**config.mk**
```make
export PLATFORM = sky130hd
export DESIGN_NAME = region_guard
export DESIGN_NICKNAME = d
export VERILOG_FILES = /design/src/rtl/bpu_pkg.sv /design/src/rtl/bpu_regfile.sv /design/src/rtl/bpu_match.sv /design/src/rtl/bpu_resolve.sv /design/src/rtl/region_guard.sv
export SDC_FILE = /design/constraint.sdc
export NUM_CORES = 2
export LEC_CHECK = 0
export CAP_MARGIN = 10
export CORE_MARGIN = 2
export CORE_UTILIZATION = 45
export DETAILED_ROUTE_END_ITERATION = 16
export DONT_BUFFER_PORTS = 1
export PLACE_DENSITY = 0.63
export SETUP_SLACK_MARGIN = 0.2
export SLEW_MARGIN = 10
export SYNTH_ARGS = -nofsm -noshare
export SYNTH_HDL_FRONTEND = slang
export SYNTH_SLANG_ARGS = --single-unit
```
**constraint.sdc**
```tcl
create_clock -name clk -period 8.85 [get_ports clk]
set_input_delay 0.885 -clock clk [delete_from_list [all_inputs] [get_ports clk]]
set_output_delay 0.885 -clock clk [all_outputs]
set_load 0.03 [all_outputs]
```
**src/rtl/bpu_pkg.sv**
```systemverilog
package bpu_pkg;
  localparam int DW          = 32;
  localparam int FLD_W       = 5;
  localparam int ATTR_IDX_W  = 3;
  localparam int ATTR_ENTRIES = 1 << ATTR_IDX_W;
  localparam int ATTR_REGS   = ATTR_ENTRIES / 4;
  localparam int ALIAS_PAIRS = 4;

  // register word offsets
  localparam int OFS_CTRL  = 0;
  localparam int OFS_RNR   = 1;
  localparam int OFS_ALIAS = 2;
  localparam int OFS_ATTR  = OFS_ALIAS + 2 * ALIAS_PAIRS;
  localparam int CFG_AW    = $clog2(OFS_ATTR + ATTR_REGS);

  // control bits
  localparam int C_EN  = 0;
  localparam int C_DEF = 2;
  // limit low-field bit
  localparam int L_EN  = 0;

  typedef enum logic [1:0] {
    AP_PRIV_RW = 2'd0,
    AP_ALL_RW  = 2'd1,
    AP_PRIV_RO = 2'd2,
    AP_ALL_RO  = 2'd3
  } ap_e;

  typedef struct packed {
    logic                  xn;
    logic                  pxn;
    ap_e                   ap;
    logic [1:0]            sh;
    logic [ATTR_IDX_W-1:0] idx;
  } rgn_fld_t;

  function automatic rgn_fld_t unpack_fields(logic [FLD_W-1:0] b_lo, logic [FLD_W-1:0] l_lo);
    rgn_fld_t f;
    f.xn  = b_lo[0];
    f.ap  = ap_e'(b_lo[2:1]);
    f.sh  = b_lo[4:3];
    f.idx = l_lo[3:1];
    f.pxn = l_lo[4];
    return f;
  endfunction

  function automatic logic ap_allows(ap_e ap, logic priv, logic wr);
    case (ap)
      AP_PRIV_RW: return priv;
      AP_ALL_RW:  return 1'b1;
      AP_PRIV_RO: return priv & ~wr;
      default:    return ~wr;
    endcase
  endfunction

  function automatic logic [7:0] attr_entry(logic [ATTR_REGS-1:0][DW-1:0] tbl,
                                            logic [ATTR_IDX_W-1:0] i);
    return tbl[i[ATTR_IDX_W-1:2]][{i[1:0], 3'b000} +: 8];
  endfunction
endpackage

```
**src/rtl/bpu_regfile.sv**
```systemverilog
module bpu_regfile import bpu_pkg::*; #(
  parameter int NUM_REGIONS = 8
) (
  input  logic                            clk,
  input  logic                            rst_n,
  input  logic                            cfg_we,
  input  logic [CFG_AW-1:0]               cfg_addr,
  input  logic [DW-1:0]                   cfg_wdata,
  output logic [DW-1:0]                   cfg_rdata,
  output logic [2:0]                      ctrl_q,
  output logic [NUM_REGIONS-1:0][DW-1:0]  base_q,
  output logic [NUM_REGIONS-1:0][DW-1:0]  limit_q,
  output logic [ATTR_REGS-1:0][DW-1:0]    attr_q
);
  localparam int RW   = $clog2(NUM_REGIONS);
  localparam int AR_W = $clog2(ATTR_REGS);

  logic [RW-1:0]     rnr_q;
  logic [CFG_AW-1:0] a_rel, t_rel;
  logic              is_alias, is_attr, alias_lim;
  logic [RW-1:0]     alias_rgn;

  function automatic logic [RW-1:0] alias_target(logic [RW-1:0] rnr, logic [1:0] k);
    return (rnr & ~RW'(ALIAS_PAIRS - 1)) | RW'(k);
  endfunction

  always_comb begin
    a_rel     = cfg_addr - CFG_AW'(OFS_ALIAS);
    t_rel     = cfg_addr - CFG_AW'(OFS_ATTR);
    is_alias  = a_rel < CFG_AW'(2 * ALIAS_PAIRS);
    is_attr   = t_rel < CFG_AW'(ATTR_REGS);
    alias_lim = a_rel[0];
    alias_rgn = alias_target(rnr_q, a_rel[2:1]);
  end

  always_ff @(posedge clk) begin
    if (!rst_n) begin
      ctrl_q  <= '0;
      rnr_q   <= '0;
      base_q  <= '0;
      limit_q <= '0;
      attr_q  <= '0;
    end else if (cfg_we) begin
      if (cfg_addr == CFG_AW'(OFS_CTRL))      ctrl_q <= cfg_wdata[2:0];
      else if (cfg_addr == CFG_AW'(OFS_RNR))  rnr_q  <= cfg_wdata[RW-1:0];
      else if (is_alias) begin
        if (alias_lim) limit_q[alias_rgn] <= cfg_wdata;
        else           base_q[alias_rgn]  <= cfg_wdata;
      end else if (is_attr) attr_q[t_rel[AR_W-1:0]] <= cfg_wdata;
    end
  end

  always_comb begin
    cfg_rdata = '0;
    if (cfg_addr == CFG_AW'(OFS_CTRL))      cfg_rdata = DW'(ctrl_q);
    else if (cfg_addr == CFG_AW'(OFS_RNR))  cfg_rdata = DW'(rnr_q);
    else if (is_alias) cfg_rdata = alias_lim ? limit_q[alias_rgn] : base_q[alias_rgn];
    else if (is_attr)  cfg_rdata = attr_q[t_rel[AR_W-1:0]];
  end
endmodule

```
**src/rtl/bpu_match.sv**
```systemverilog
module bpu_match #(
  parameter int NUM_REGIONS = 8,
  parameter int BW          = 27
) (
  input  logic [BW-1:0]                  blk,
  input  logic [NUM_REGIONS-1:0][BW-1:0] lo_blk,
  input  logic [NUM_REGIONS-1:0][BW-1:0] hi_blk,
  input  logic [NUM_REGIONS-1:0]         rgn_en,
  output logic [NUM_REGIONS-1:0]         hit_vec
);
  for (genvar g = 0; g < NUM_REGIONS; g++) begin : g_cmp
    logic above_lo, below_hi;
    assign above_lo   = blk >= lo_blk[g];
    assign below_hi   = blk <= hi_blk[g];
    assign hit_vec[g] = rgn_en[g] & above_lo & below_hi;
  end
endmodule

```
**src/rtl/bpu_resolve.sv**
```systemverilog
module bpu_resolve import bpu_pkg::*; #(
  parameter int NUM_REGIONS = 8
) (
  input  logic [NUM_REGIONS-1:0]          hit_vec,
  input  rgn_fld_t [NUM_REGIONS-1:0]      rgn_fld,
  input  logic [ATTR_REGS-1:0][DW-1:0]    attr_q,
  input  logic                            unit_en,
  input  logic                            def_map,
  input  logic                            priv,
  input  logic                            wr,
  input  logic                            fetch,
  output logic                            permit,
  output logic                            hit,
  output logic [$clog2(NUM_REGIONS)-1:0]  region,
  output logic [7:0]                      attr,
  output logic                            hit_xn
);
  localparam int RW = $clog2(NUM_REGIONS);

  rgn_fld_t          sel;
  logic [RW-1:0]     sel_num;
  logic              single, multi;

  always_comb begin
    sel     = '0;
    sel_num = '0;
    for (int i = 0; i < NUM_REGIONS; i++) begin
      if (hit_vec[i]) begin
        sel     = rgn_fld_t'(sel | rgn_fld[i]);
        sel_num = sel_num | RW'(i);
      end
    end
    single = $countones(hit_vec) == 1;
    multi  = $countones(hit_vec) > 1;
  end

  assign hit_xn = single & sel.xn;

  always_comb begin
    permit = 1'b0;
    hit    = 1'b0;
    region = '0;
    attr   = '0;
    if (!unit_en) begin
      permit = 1'b1;
    end else if (single) begin
      hit    = 1'b1;
      region = sel_num;
      attr   = attr_entry(attr_q, sel.idx);
      permit = ap_allows(sel.ap, priv, wr) & ~(fetch & sel.xn) & ~(fetch & priv & sel.pxn);
    end else if (!multi) begin
      permit = priv & def_map;
    end
  end
endmodule

```
**src/rtl/region_guard.sv**
```systemverilog
module region_guard import bpu_pkg::*; #(
  parameter int NUM_REGIONS = 8,
  parameter int GRAN_LG     = 5
) (
  input  logic                            clk,
  input  logic                            rst_n,
  input  logic                            cfg_we,
  input  logic [CFG_AW-1:0]               cfg_addr,
  input  logic [DW-1:0]                   cfg_wdata,
  output logic [DW-1:0]                   cfg_rdata,
  input  logic                            lk_valid,
  input  logic [DW-1:0]                   lk_addr,
  input  logic                            lk_priv,
  input  logic                            lk_write,
  input  logic                            lk_fetch,
  output logic                            rsp_valid,
  output logic                            rsp_permit,
  output logic                            rsp_hit,
  output logic [$clog2(NUM_REGIONS)-1:0]  rsp_region,
  output logic [7:0]                      rsp_attr
);
  localparam int RW = $clog2(NUM_REGIONS);
  localparam int BW = DW - GRAN_LG;

  logic [2:0]                      ctrl_q;
  logic [NUM_REGIONS-1:0][DW-1:0]  base_q, limit_q;
  logic [ATTR_REGS-1:0][DW-1:0]    attr_q;

  bpu_regfile #(.NUM_REGIONS(NUM_REGIONS)) regs_i (
    .clk(clk), .rst_n(rst_n), .cfg_we(cfg_we), .cfg_addr(cfg_addr),
    .cfg_wdata(cfg_wdata), .cfg_rdata(cfg_rdata), .ctrl_q(ctrl_q),
    .base_q(base_q), .limit_q(limit_q), .attr_q(attr_q)
  );

  logic [NUM_REGIONS-1:0][BW-1:0] lo_blk, hi_blk;
  logic [NUM_REGIONS-1:0]         rgn_en;
  rgn_fld_t [NUM_REGIONS-1:0]     rgn_fld;

  for (genvar g = 0; g < NUM_REGIONS; g++) begin : g_unpack
    assign lo_blk[g]  = base_q[g][DW-1:GRAN_LG];
    assign hi_blk[g]  = limit_q[g][DW-1:GRAN_LG];
    assign rgn_en[g]  = limit_q[g][L_EN];
    assign rgn_fld[g] = unpack_fields(base_q[g][FLD_W-1:0], limit_q[g][FLD_W-1:0]);
  end

  // named internal events for the checker
  logic [NUM_REGIONS-1:0] hit_vec;
  logic                   hit_xn;
  logic                   unit_en, def_map;
  assign unit_en = ctrl_q[C_EN];
  assign def_map = ctrl_q[C_DEF];

  bpu_match #(.NUM_REGIONS(NUM_REGIONS), .BW(BW)) match_i (
    .blk(lk_addr[DW-1:GRAN_LG]), .lo_blk(lo_blk), .hi_blk(hi_blk),
    .rgn_en(rgn_en), .hit_vec(hit_vec)
  );

  logic          nx_permit, nx_hit;
  logic [RW-1:0] nx_region;
  logic [7:0]    nx_attr;

  bpu_resolve #(.NUM_REGIONS(NUM_REGIONS)) resolve_i (
    .hit_vec(hit_vec), .rgn_fld(rgn_fld), .attr_q(attr_q),
    .unit_en(unit_en), .def_map(def_map),
    .priv(lk_priv), .wr(lk_write), .fetch(lk_fetch),
    .permit(nx_permit), .hit(nx_hit), .region(nx_region), .attr(nx_attr),
    .hit_xn(hit_xn)
  );

  always_ff @(posedge clk) begin
    if (!rst_n) begin
      rsp_valid  <= 1'b0;
      rsp_permit <= 1'b0;
      rsp_hit    <= 1'b0;
      rsp_region <= '0;
      rsp_attr   <= '0;
    end else begin
      rsp_valid  <= lk_valid;
      rsp_permit <= nx_permit;
      rsp_hit    <= nx_hit;
      rsp_region <= nx_region;
      rsp_attr   <= nx_attr;
    end
  end
endmodule

```
== Word-level counts from Yosys, hierarchy flattened ==
Index checks and enable logic that the tools add are counted.

* Multiplexer cells: 42
* Bitwise logic cells: 38
* Eq/ne operators: 4
* $lt $le $gt $ge: 24
* Reductions and logical operators: 11
* $add $sub $neg: 9
* Shifts and indexed selects: 1

{| class="wikitable"
|+ Operator list
! cell !! number
|-
| $bwmux W256 || 2
|-
| $mux W32 || 13
|-
| $ge A27 B27 Y1 || 8
|-
| $le A27 B27 Y1 || 8
|-
| $bmux W32 S3 || 2
|-
| $add A32 B32 Y32 || 3
|-
| $demux W32 S3 || 1
|-
| $mux W9 || 8
|-
| $bwmux W64 || 1
|-
| $or A9 B9 Y9 || 7
|-
| $demux W32 S1 || 1
|-
| $eq A32 B2 Y1 const B || 1
|-
| $gt A32 B2 Y1 const B || 1
|-
| $shiftx A32 B6 Y8 || 1
|-
| $and A1 B1 Y1 || 23
|-
| $reduce_and A5 Y1 || 3
|-
| $mux W3 || 4
|-
| $add A1 B1 Y2 || 4
|-
| $mux W1 || 7
|-
| $not A1 Y1 || 7
|-
| $reduce_and A3 Y1 || 2
|-
| $eq A4 B1 Y1 const B || 1
|-
| $logic_not A4 Y1 || 1
|-
| $lt A1 B2 Y1 const B || 2
|-
| 15 further kinds || 18
|}

* Word-level logic and storage cells: 154
* Flip-flop bits (word level): 596

== Logic depth before layout (Yosys ltp) ==
* Depth in word-level cells: 26
* Gate-level depth with buffers: 23

== Hierarchy ==
A second synthesis with hierarchy kept.

* Cells, all modules: 4,954
* Area, all modules: 39,166.3 sq um

{| class="wikitable"
|+ Modules (own cells, without submodules)
! module !! cells an instance !! instances !! area each (sq um) !! seq. area each (sq um)
|-
| bpu_regfile || 3,266 || 1 || 26,847.0 || 11,651.2
|-
| bpu_match || 1,514 || 1 || 10,716.5 || 0.0
|-
| bpu_resolve || 145 || 1 || 1,211.2 || 0.0
|-
| region_guard || 29 || 1 || 391.6 || 280.3
|}

== Worst setup path after synthesis ==
No wires, ideal clock.

* Kind: input-to-reg
* Start: input lk_addr[30]
* End: register rsp_attr[5]
* Setup slack: 3,110 ps
* Arrival time: 5,676 ps
* Data required time: 8,786 ps
* Stages on the path: 20
* Library setup time: 64 ps
* Cells stage by stage: ha_1 > nand4_1 > nor4_2 > nand4_1 > or4_4 > a221oi_4 > ha_1 > fa_1 > fa_1 > ha_1 > inv_1 > fa_1 > nand3b_1 > inv_1 > nand4_1 > and4bb_2 > buf_6 > buf_4 > o211ai_1 > nand4_1

* Cells in the longest elaborated chain, start to end: 21
* Elaborated cells on any way between the ends: 59
* Those cells by class: add/sub: 7; order compare: 16; eq/ne: 1; shift: 1; mux: 10; bitwise: 23; reduce/logical: 1

{| class="wikitable"
|+ RTL lines
! what !! RTL line !! RTL
|-
| start, declared || region_guard.sv:12 || <nowiki>input logic [DW-1:0] lk_addr,</nowiki>
|-
| parallel branches: the longest is 21 deep, another holds $add A32 B32 Y32 || -- ||
|-
| end signal, assigned || region_guard.sv:82 || <nowiki>rsp_attr <= nx_attr;</nowiki>
|-
| end, declared || region_guard.sv:20 || <nowiki>output logic [7:0] rsp_attr</nowiki>
|}

Parallel ways; which one is timed is not known. The select of a mux whose other input is x is not followed.
A chain may end at the register's enable or synchronous reset.

== Worst setup path in the final report ==
* Start: register regs_i.base_q[91] in the netlist's numbering
* End: register rsp_attr[6]

* Cells in the longest elaborated chain, start to end: 17
* Elaborated cells on any way between the ends: 22
* Those cells by class: add/sub: 3; order compare: 1; eq/ne: 1; shift: 1; mux: 8; bitwise: 7; reduce/logical: 1

{| class="wikitable"
|+ RTL lines
! what !! RTL line !! RTL
|-
| start, declared || bpu_regfile.sv:11 || <nowiki>output logic [NUM_REGIONS-1:0][DW-1:0] base_q,</nowiki>
|-
| start signal, assigned by index || bpu_regfile.sv:48 || <nowiki>else base_q[alias_rgn] <= cfg_wdata;</nowiki>
|-
| $ge A27 B27 Y1 * || bpu_match.sv:13 || <nowiki>assign above_lo = blk >= lo_blk[g];</nowiki>
|-
| $and A1 B1 Y1 * (2 in series) || bpu_match.sv:15 || <nowiki>assign hit_vec[g] = rgn_en[g] & above_lo & below_hi;</nowiki>
|-
| parallel branches: the longest is 14 deep, another holds $add A32 B32 Y32 || -- ||
|}

Every way passes the cells marked *. The select of a mux whose other input is x is not followed.

==> summary.txt <==
Die
  – Core Region: between 80,000 and 90,000 um^2
  – DIE HEIGHT: just under 300 um
  – # rows: between 100 and 150
  – Initial Util: a little under half
  – Die Width: about 290 um
  – Ports: roughly 120
  – Die ar.: around 86,000 um^2

Place
  – Placed insts: between 5,000 and 6,000
  – I/O Buffers: 0
  – Placement Setup Slack: between 1.5 and 2 ns
  – Placed cell areas: slightly below 40,000 um^2
  – Hpwl dp: slightly above 100,000 um
  – Placer congestion estimate: about 1

Global routing
  – Met3 global-route usage: a little under 6%
  – GRT Util Overall: between 30% and 40%
  – Final global-route overflow total: 0
  – Met1 Track Usage GR: between 40% and 50%
  – Initial antenna violation count: 2
  – Largest net degree at the start of global routing: ~590
  – Vias in the first global route: ~33,000
  – Gr busiest metal: met2
  – Global-route wire length before repair: approximately 220,000 um
  – Met2 Use GR: a little over half

Logic synthesis
  – Multiplexer share of the synthesized area: under 10%
  – Post-Synth XOR/XNOR Area: less than 1%
  – Share of flip-flops with an asynchronous set or reset: 0%
  – Post-Synthesis Cells: 4,957
  – Syn avg cell area: between 7 and 8 um^2
  – Adder-cell area share of the yosys netlist: 14.78%
  – Count of cell types in the netlist: 80
  – Post-Syn Area: 37,870 um^2
  – Simple-Gate Fraction of Synth Area: roughly a fifth
  – Seq/Total Area, Yosys: 31.51%
  – Compound-Gate Fraction of Synth Area: between 20% and 30%
  – Post-synth EDFFs: 0
  – Main combinational cell family by area after synthesis: compound AO/OA/AOI/OAI gates
  – Post-synth top flop: dfxtp_1
  – Mapped Nets: 5,477
  – FF+latch count, synth: roughly 600
  – Total number of yosys warnings: 0

Critical path
  – Reg2Reg Setup Slack: 1.78 ns
  – Worst R2R Path Depth: 21
  – Critical Path AT: 7.63 ns
  – Reg-to-Reg End: rsp_attr[6]$_SDFF_PN0_
  – Startpoint Class: register
  – RR Startpoint: regs_i.base_q[91]$_SDFFE_PN0P_
  – Setup CP Type: reg -> reg
  – Critical Path End Type: register
  – CP required: about 9.4 ns
  – Max FO, Critical Path: 16

Timing
  – Max Fclk: around 0.14 GHz
  – Setup violators final: 0
  – Crit share post-route: between 70% and 80%
  – Min Tclk post-route: 7.065 ns
  – Setup TNS: 0 ns
  – Final clock skew: 0.03069 ns
  – Max Slew Vio Count: 0
  – Final worst setup slack: approximately 1.8 ns
  – Fin. Hold Viols: 0
  – Worst-Margin Slew: about 1.3 ns
  – Slew HR: roughly 11%
  – Setup repair after global routing missed its margin: no

Final layout
  – Ant. Diodes: 0
  – Fillcell total: about 8,000
  – Final net count: ~5,300
  – Layout area overhead: 8.429%
  – Fin cells: between 5,000 and 6,000
  – Finished layout cell area: between 40,000 and 50,000 um^2
  – Share of cells above drive strength 1: under 10%

Clock tree
  – Root Driver: clkbuf_16
  – Postcts setup bufs: 0
  – Worst-Skew Late Latency: about 0.63 ns
  – CTS Buf Count: 71
  – CTS Hold Buffers Added: 0
  – Sink Count: 596
  – Post-cts sizing count: 0
  – Max Buffers Root-to-Sink: 3
  – Worst-path clk slew: 0.06 ns
  – CTS tree: done
  – Clock H-tree levels: 3

Power
  – Cell Pwr Density: roughly 160 nW/um^2
  – Peak supply drop: 0.0001392 V
  – Design Power: between 0.006 and 0.007 W
  – Static Leak: roughly 14 nW

Detailed routing
  – DRT Pass-1 Iters: 7
  – Detail Route Antenna Nets: 0
  – DR WL/cell: roughly 25 um
  – DR iter-0 viols: between 4,000 and 5,000
  – Via density: between 6 and 7
  – Post-route DRC violation count: 0
  – Via Count: around 36,000
  – Final WL: 149,300 um

Status
  – Status: completed

Hold path
  – Hold Path Depth: 1
  – Hold path start: lk_valid
  – Type of the most critical hold path: in -> reg
  – Hold path endpoint: rsp_valid$_SDFF_PN0_

Run
  – Max-cap viol count: 0
[area by class of cell]
cell class                 count  area [um^2]  area share, %
sequential                   596        11930          29.06
multi-input combinational   3569        23030          56.10
tap                         1080         1351          3.291
timing repair buffer          69        543.0          1.323
clock inverter                28        439.2          1.070
clock buffer                  98         2083          5.074
inverter                     446         1674          4.078
[registers in the layout, summed over array words and instances (netlist names)]
name	flops
regs_i.base_q	256
regs_i.limit_q	256
regs_i.attr_q	64
rsp_attr	8
regs_i.ctrl_q	3
regs_i.rnr_q	3
rsp_region	3
rsp_hit	1
rsp_permit	1
rsp_valid	1
[worst max-delay path: stages (launching register included)]
cell and delay (ns):
dfxtp_1 0.40, inv_1 0.09, ha_1 0.30, nand4_1 0.33, nor4_1 1.09, a221oi_1 0.17
o22ai_1 0.25, a21o_1 0.27, and2_1 0.46, ha_1 0.25, fa_1 0.46, fa_1 0.55
ha_1 0.14, inv_1 0.04, fa_1 0.48, nand3b_1 0.12, inv_1 0.08, nand4_1 0.23
buf_4 0.27, and4bb_2 0.61, o211ai_1 0.28, nand4_1 0.14
[Yosys cell counts, types with 33 or more instances]
| cell type | number | area share, % |
|---|---|---|
| dfxtp_1 | 596 | 32 |
| a21oi_1 | 161 | 2.1 |
| o211ai_1 | 44 | 0.87 |
| nand2_1 | 1293 | 13 |
| nand3_1 | 68 | 0.90 |
| o21ai_0 | 78 | 1.0 |
| nor2_1 | 119 | 1.2 |
| a21boi_0 | 616 | 12 |
| a21o_1 | 41 | 0.81 |
| inv_1 | 446 | 4.4 |
| nor4_1 | 46 | 0.76 |
| clkbuf_1 | 317 | 3.1 |
| nand4_1 | 69 | 1.1 |
| ha_1 | 441 | 15 |
| o22ai_1 | 187 | 3.1 |
| mux2i_1 | 37 | 0.98 |
| a211oi_1 | 33 | 0.65 |
[layer usage]
layer  part of all wire (%)  wire length, um
met2                     44            65840
met4                    6.0             8909
met5                 0.0094               14
met1                     41            60800
met3                    9.2            13780
[worst max-delay path by stage]
stage	from	endpoint	slack [ns]	cells past startpoint
after floorplan	lk_addr[30]	rsp_attr[5]$_SDFF_PN0_	3.11	20
after global placement	lk_addr[17]	rsp_attr[6]$_SDFF_PN0_	1.81	20
after detailed placement	lk_addr[17]	rsp_attr[6]$_SDFF_PN0_	1.75	20
after CTS	regs_i.limit_q[81]$_SDFFE_PN0P_	rsp_attr[6]$_SDFF_PN0_	2.22	21
after global routing	regs_i.base_q[91]$_SDFFE_PN0P_	rsp_attr[6]$_SDFF_PN0_	1.79	21
final	regs_i.base_q[91]$_SDFFE_PN0P_	rsp_attr[6]$_SDFF_PN0_	1.78	21
[stage by stage]
stage                     utilization, %  hold slack, ns
after global routing               49.22          0.3923
after CTS                          49.22          0.3751
final                              49.22          0.3929
after detailed placement           46.19          0.4562
after floorplan                        -          0.4402
after global placement             46.19          0.4491
[where the power goes]
group,internal (W),switching [W]
clock network,0.00197,0.00126
logic,0.000266,0.000440
registers,0.00271,0.0000197
total,0.00494,0.00172
[logic make-up (layout without fill, tap and decap cells)]
| kind of cell | after synthesis | after routing |
|---|---|---|
| AO/OA/AOI/OAI | 1347 | 1347 |
| XOR/XNOR | 2 | 2 |
| adder cells (fa/ha/maj) | 445 | 445 |
| buffers and inverters | 792 | 641 |
| flip-flops | 596 | 596 |
| multiplexers | 42 | 42 |
| AND/OR/NAND/NOR | 1733 | 1733 |
[layout by cell type (no fill, tap or decap), types with 11 or more instances in the layout]
| cell | synthesis | final |
|---|---|---|
| nand2_1 | 1293 | 1292 |
| a21boi_0 | 616 | 616 |
| dfxtp_1 | 596 | 596 |
| inv_1 | 446 | 446 |
| ha_1 | 441 | 441 |
| o22ai_1 | 187 | 187 |
| a21oi_1 | 161 | 161 |
| nor2_1 | 119 | 101 |
| o21ai_0 | 78 | 78 |
| clkbuf_16 | 0 | 75 |
| nand4_1 | 69 | 69 |
| buf_4 | 1 | 67 |
| nand3_1 | 68 | 63 |
| nor4_1 | 46 | 46 |
| o211ai_1 | 44 | 44 |
| a21o_1 | 41 | 41 |
| mux2i_1 | 37 | 37 |
| a211oi_1 | 33 | 33 |
| and3_1 | 32 | 32 |
| a221oi_1 | 32 | 32 |
| a22oi_1 | 28 | 28 |
| o22a_1 | 19 | 19 |
| nor3_1 | 21 | 17 |
| a31oi_1 | 17 | 17 |
| or4_1 | 15 | 15 |
| a221o_1 | 12 | 12 |
| nor2_4 | 0 | 12 |
| clkbuf_8 | 2 | 12 |
| o221ai_1 | 11 | 11 |
| bufinv_16 | 0 | 11 |
| clkbuf_1 | 317 | 11 |
Power figures use the tool's default switching activity.
